$ cat config.mk
export PLATFORM = sky130hd
export DESIGN_NAME = flow_seq
export DESIGN_NICKNAME = d
export VERILOG_FILES = /design/src/rtl/flow_pkg.sv /design/src/rtl/flow_cond.sv /design/src/rtl/flow_reladd.sv /design/src/rtl/flow_seq.sv
export SDC_FILE = /design/constraint.sdc
export NUM_CORES = 1
export LEC_CHECK = 0
export BUFFER_PORTS_ARGS = -buffer_cell sky130_fd_sc_hd__buf_4
export CORE_MARGIN = 5
export CORE_UTILIZATION = 39
export CTS_CLUSTER_DIAMETER = 150
export CTS_CLUSTER_SIZE = 12
export DETAILED_ROUTE_END_ITERATION = 6
export SLEW_MARGIN = 30
export SYNTH_ARGS = -nofsm -noshare
export SYNTH_HDL_FRONTEND = slang
export SYNTH_SLANG_ARGS = --single-unit
$ cat constraint.sdc
create_clock -name clk -period 7.1 [get_ports clk]
set_clock_uncertainty 0.05 [all_clocks]
set_input_delay 0 -clock clk [delete_from_list [all_inputs] [get_ports clk]]
set_output_delay 0 -clock clk [all_outputs]
set_load 0.05 [all_outputs]
$ cat src/rtl/flow_pkg.sv
package flow_pkg;

    typedef enum logic [2:0] {
        K_JP   = 3'd0,
        K_JR   = 3'd1,
        K_CALL = 3'd2,
        K_RET  = 3'd3,
        K_RETI = 3'd4,
        K_RST  = 3'd5,
        K_JPHL = 3'd6,
        K_NONE = 3'd7
    } kind_e;

    localparam logic [2:0] C_ALW = 3'd0;
    localparam logic [2:0] C_NZ  = 3'd1;
    localparam logic [2:0] C_Z   = 3'd2;
    localparam logic [2:0] C_NC  = 3'd3;
    localparam logic [2:0] C_CY  = 3'd4;

    typedef enum logic [3:0] {
        S_IDLE  = 4'd0,
        S_OPLO  = 4'd1,
        S_OPHI  = 4'd2,
        S_INT   = 4'd3,
        S_PUSHH = 4'd4,
        S_PUSHL = 4'd5,
        S_POPL  = 4'd6,
        S_POPH  = 4'd7,
        S_STALL = 4'd8
    } step_e;

endpackage

$ cat src/rtl/flow_cond.sv
module flow_cond
    import flow_pkg::*;
(
    input  logic [2:0] code,
    input  logic       fz,
    input  logic       fc,
    output logic       taken
);
    always_comb begin
        case (code)
            C_NZ:    taken = !fz;
            C_Z:     taken = fz;
            C_NC:    taken = !fc;
            C_CY:    taken = fc;
            default: taken = 1'b1;
        endcase
    end
endmodule

$ cat src/rtl/flow_reladd.sv
module flow_reladd #(
    parameter int AW = 16,
    parameter int DW = 8
) (
    input  logic [AW-1:0] base,
    input  logic [DW-1:0] off,
    output logic [AW-1:0] sum
);
    localparam int EXT_W = AW - DW;

    logic [AW-1:0] off_ext;

    assign off_ext = {{EXT_W{off[DW-1]}}, off};
    assign sum     = base + off_ext;
endmodule

$ cat src/rtl/flow_seq.sv
module flow_seq
    import flow_pkg::*;
#(
    parameter int AW       = 16,
    parameter int DW       = 8,
    parameter int VEC_W    = 3,
    parameter int VEC_STEP = 8
) (
    input  logic             clk,
    input  logic             rst,
    input  logic             cke,
    input  logic             start,
    input  logic [2:0]       kind,
    input  logic [2:0]       cond,
    input  logic             flag_z,
    input  logic             flag_c,
    input  logic [VEC_W-1:0] rst_vec,
    input  logic [AW-1:0]    pc_in,
    input  logic [AW-1:0]    sp_in,
    input  logic [AW-1:0]    hl_in,
    input  logic [DW-1:0]    mem_rdata,
    output logic [AW-1:0]    mem_addr,
    output logic [DW-1:0]    mem_wdata,
    output logic             mem_rd,
    output logic             mem_wr,
    output logic [AW-1:0]    pc_out,
    output logic [AW-1:0]    sp_out,
    output logic             done,
    output logic             ie_req
);
    localparam logic [AW-1:0] STEP_V = AW'(VEC_STEP);
    localparam logic [AW-1:0] ONE_V  = AW'(1);
    localparam logic [AW-1:0] TWO_V  = AW'(2);

    typedef struct packed {
        step_e         st;
        kind_e         kind;
        logic [2:0]    cond;
        logic          fz;
        logic          fc;
        logic [AW-1:0] pc;
        logic [AW-1:0] sp;
        logic [AW-1:0] tgt;
        logic          done;
        logic          ie;
    } seq_t;

    seq_t q, d;

    logic          taken;
    logic [AW-1:0] pc_inc;
    logic [AW-1:0] rel_tgt;
    logic [AW-1:0] sp_dn;
    logic [AW-1:0] sp_up1;
    logic [2:0]    cond_eff;
    kind_e         kind_in;

    assign pc_inc   = q.pc + ONE_V;
    assign sp_dn    = q.sp - ONE_V;
    assign sp_up1   = q.sp + ONE_V;
    assign kind_in  = kind_e'(kind);
    assign cond_eff = (cond > C_CY) ? C_ALW : cond;

    flow_cond u_cond (
        .code  (q.cond),
        .fz    (q.fz),
        .fc    (q.fc),
        .taken (taken)
    );

    flow_reladd #(.AW(AW), .DW(DW)) u_rel (
        .base (pc_inc),
        .off  (mem_rdata),
        .sum  (rel_tgt)
    );

    // memory port is a pure function of the current step
    always_comb begin
        mem_rd    = 1'b0;
        mem_wr    = 1'b0;
        mem_addr  = '0;
        mem_wdata = '0;
        case (q.st)
            S_OPLO, S_OPHI: begin
                mem_rd   = 1'b1;
                mem_addr = q.pc;
            end
            S_POPL: begin
                mem_rd   = 1'b1;
                mem_addr = q.sp;
            end
            S_POPH: begin
                mem_rd   = 1'b1;
                mem_addr = sp_up1;
            end
            S_PUSHH: begin
                mem_wr    = 1'b1;
                mem_addr  = sp_dn;
                mem_wdata = q.pc[AW-1 -: DW];
            end
            S_PUSHL: begin
                mem_wr    = 1'b1;
                mem_addr  = sp_dn;
                mem_wdata = q.pc[DW-1:0];
            end
            default: ;
        endcase
    end

    // next-state computation
    always_comb begin
        d      = q;
        d.done = 1'b0;
        d.ie   = 1'b0;
        if (cke) begin
            case (q.st)
                S_IDLE: begin
                    if (start && kind_in != K_NONE) begin
                        d.kind = kind_in;
                        d.cond = cond_eff;
                        d.fz   = flag_z;
                        d.fc   = flag_c;
                        d.pc   = pc_in;
                        d.sp   = sp_in;
                        d.tgt  = '0;
                        case (kind_in)
                            K_JP, K_JR, K_CALL: d.st = S_OPLO;
                            K_RET:  d.st = (cond_eff == C_ALW) ? S_POPL : S_INT;
                            K_RETI: d.st = S_POPL;
                            K_RST: begin
                                d.st  = S_INT;
                                d.tgt = AW'(rst_vec) * STEP_V;
                            end
                            default: begin
                                d.pc   = hl_in;
                                d.done = 1'b1;
                            end
                        endcase
                    end
                end
                S_OPLO: begin
                    d.tgt[DW-1:0] = mem_rdata;
                    d.pc          = pc_inc;
                    if (q.kind == K_JR) begin
                        if (taken) begin
                            d.pc = rel_tgt;
                            d.st = S_STALL;
                        end else begin
                            d.st   = S_IDLE;
                            d.done = 1'b1;
                        end
                    end else begin
                        d.st = S_OPHI;
                    end
                end
                S_OPHI: begin
                    d.tgt[AW-1 -: DW] = mem_rdata;
                    d.pc              = pc_inc;
                    if (!taken) begin
                        d.st   = S_IDLE;
                        d.done = 1'b1;
                    end else if (q.kind == K_JP) begin
                        d.pc = {mem_rdata, q.tgt[DW-1:0]};
                        d.st = S_STALL;
                    end else begin
                        d.st = S_INT;
                    end
                end
                S_INT: begin
                    if (q.kind == K_RET) begin
                        if (taken) begin
                            d.st = S_POPL;
                        end else begin
                            d.st   = S_IDLE;
                            d.done = 1'b1;
                        end
                    end else begin
                        d.st = S_PUSHH;
                    end
                end
                S_PUSHH: begin
                    d.sp = sp_dn;
                    d.st = S_PUSHL;
                end
                S_PUSHL: begin
                    d.sp   = sp_dn;
                    d.pc   = q.tgt;
                    d.st   = S_IDLE;
                    d.done = 1'b1;
                end
                S_POPL: begin
                    d.tgt[DW-1:0] = mem_rdata;
                    d.st          = S_POPH;
                end
                S_POPH: begin
                    d.pc = {mem_rdata, q.tgt[DW-1:0]};
                    d.sp = q.sp + TWO_V;
                    d.st = S_STALL;
                end
                S_STALL: begin
                    d.st   = S_IDLE;
                    d.done = 1'b1;
                    d.ie   = (q.kind == K_RETI);
                end
                default: d.st = S_IDLE;
            endcase
        end
    end

    always_ff @(posedge clk) begin
        if (rst) begin
            q <= '0;
        end else begin
            q <= d;
        end
    end

    assign pc_out = q.pc;
    assign sp_out = q.sp;
    assign done   = q.done;
    assign ie_req = q.ie;

endmodule

==> metrics <==
outcome=finished, final reports clean; TritonCTS clock tree=yes; Sw Share=36.1%; # rows=45; Post-synth EDFFs=0; Setup Buffers After CTS=0; layout cells sized above 1=18.5%; Worst-Margin Slew=943 ps; Residual DRC=0; drt pass-1 iters=5; Post-Route WL=21.9 mm; # resized after CTS=0; # clock sinks=between 60 and 70; Hold Crit Class=in -> reg; endpoint type of the worst setup path=flip-flop; dominant synthesized flop cell=dfxtp_1; final hold slack=18.5 ps; Max-Cap Viols=0; antenna violations before repair=0; Sequential Power Share=around a third; minimum clock period=3500 ps; PD cells=173 nW/µm²; total CTS buffers=9; DIE AREA=~18000 µm²; # diodes=0; period utilization=49.2%; Achievable Freq=286 MHz; sw power=around 0.46 mW; post-route ant nets=0; DR iter-0 viols=around 680; Fin. Hold Viols=0; setup TNS=0 ps; VDD IR-drop max=0.114 mV; layout overhead on the synthesized area=23.9%; # port buffers=130; GP Congestion=between 0.9 and 1; CP arrival=~3700 ps; final slew viol count=0; Routed wire per std cell=20.0 µm; CP Cell Sequence=ha_1 > nand3_1 > nor2_1 > nand2_1 > xnor2_1 > ha_1 > a21oi_1 > o21ai_0 > a21oi_1 > nand2_1 > o311ai_0 > mux2_2 > o21ai_0; largest net degree at the start of global routing=60; H-tree level count=3; RSZ-0062 raised after global routing=false; syn avg cell area=7.25 µm²; Boundary Pins=~130; Horiz. Die Dim=around 130 µm; CP startpoint kind=flip-flop; R2R cell count=13; commonest non-fill, non-tap cells in the layout=136 x buf_4, 87 x nor2_1, 73 x nand2_1; Max-slew headroom=36.5%; CTS clk-pin slew, worst paths=60 ps; area leader, netlist=dfxtp_1; Post-DP HPWL=approximately 16 mm; placed cell count=1049; core box area=15000 µm²; power share of the combinational group=32.8%; Post-Synthesis Cells=817; Clk pwr share=between 30% and 40%; via count=roughly 6500; vias in the first global route=5902; Setup CP Type=reg -> reg; Fillers=between 1500 and 2000; die span in y=133 µm; # setup viols final=0; Distinct cells, synth=68; synthesized cell area=5920 µm²; drt via density=5.93; top cell type's share of synthesized area=21.0%; first-pass GRT wire length=33.6 mm; Syn Nets=911; most common cell after layout, fill and taps aside=buf_4; register area share after synthesis=21.0%; hold depth=3; Post-synth ARST share=0%; Slowest cell on crit path=dfxtp_1; Yosys warning count=0; Clock Tree Buf Depth=2; total track usage=23.8%; grt ovf=0; ranking of synthesized cells by area=dfxtp_1 21%, nor2_1 5.5%, a21oi_1 5.1%, xnor2_1 4.9%, ha_1 4.6%; P_int=0.813 mW; #FFs+latches synth=62; Initial Util=approximately 39%; hold buffers post-CTS=33; nets@finish=between 900 and 1000; worst path required time=7330 ps; clk root buf=clkbuf_16; max incr delay on CP=500 ps; Clk Latency, worst-skew pair=~350 ps; CP Max Fanout=7; final instance count without filler cells=1097; Pleak=2.88 nW
## critical path: cells and delay by family (launching register included)
| family | cells | cell delay, ps |
|---|---|---|
| mux | 1 | 370 |
| flops | 1 | 500 |
| simple gates | 4 | 670 |
| xor+xnor | 1 | 290 |
| fa+ha+maj | 2 | 610 |
| compound gates | 5 | 930 |
## flip-flops by register name, summed over array words and instances (netlist names)
signal	count
done	1
q	28
pc_out	16
sp_out	16
ie_req	1
## per-stage QoR
| stage | total power, mW | utilization, % | worst slack [ps] | cell area, µm² |
|---|---|---|---|---|
| after floorplan | 0.699 | - | 4050 | 5920 |
| after global placement | 0.812 | 44.6 | 3500 | 6700 |
| after detailed placement | 0.813 | 44.7 | 3640 | 6710 |
| after CTS | 1.27 | 48.8 | 3630 | 7330 |
| after global routing | 1.33 | 48.8 | 3280 | 7330 |
| final | 1.27 | 48.8 | 3600 | 7330 |
## cell usage after synthesis, drive strengths merged (4+ instances only)
cell type and count:
clkbuf 43, nor3 26, mux2i 24, o22ai 5, o21ai 55, nand3 27
a21oi 60, xor2 22, nand2 73, nand2b 10, xnor2 33, buf 49
a221oi 17, and2 13, a21o 4, dfxtp 62, ha 22, o211ai 7
nand4 11, nor2 87, o2111ai 5, a221o 7, o221ai 6, inv 15
and3 9, nor3b 5, a22oi 23, a211oi 17, a31oi 7, a222oi 6
nor4 6, nor2b 10
## layout make-up
type                            count  area [µm²]  area share (%)
Timing Repair Buffer              169        1350            18.4
Clock buffer                       11         243            3.31
Sequential cell                    62        1240            16.9
Clock inverter                      4        47.5           0.648
Inverter                           15        56.3           0.768
Multi-Input combinational cell    648        4160            56.7
Tap cell                          188         235            3.21
## layer usage
metal | routed length (µm) | global-route usage [%]
met1 | 10300 | 34.7
met2 | 9560 | 35.7
met3 | 1690 | 5.29
met4 | 382 | 5.49
met5 | 0 | 0
## worst paths after layout
check                                            start                      end  slack (ps)
worst min-delay path                               cke       q[50]$_SDFFE_PP0P_          20
worst max register to register  pc_out[1]$_SDFFE_PP0P_  pc_out[15]$_SDFFE_PP0P_        3600
worst min register to register      q[50]$_SDFFE_PP0P_       q[50]$_SDFFE_PP0P_         430
worst max-delay path            pc_out[1]$_SDFFE_PP0P_  pc_out[15]$_SDFFE_PP0P_        3600
## power by group through the flow
| stage | Clock [mW] | Combinational (mW) | Sequential [mW] |
|---|---|---|---|
| 6_report | 0.445 | 0.417 | 0.410 |
| 5_1_grt | 0.466 | 0.450 | 0.413 |
| 4_1_cts | 0.450 | 0.412 | 0.409 |
| 3_5_place_dp | 0 | 0.396 | 0.417 |
| 3_3_place_gp | 0 | 0.395 | 0.417 |
| 2_1_floorplan | 0 | 0.310 | 0.390 |
## logic make-up (layout without fill, tap and decap cells)
family	Yosys count	in the layout	share of synthesized area (%)
and+or+nand+nor	294	294	24.1
buffers and inverters	107	199	9.07
muxes	26	26	4.44
adders and majority gates	23	23	4.99
AOI/OAI and AO/OA	250	250	28.3
xor gates and xnor gates	55	55	8.14
DFF	62	62	21.0
No activity file was read; power rests on OpenSTA's default activity.
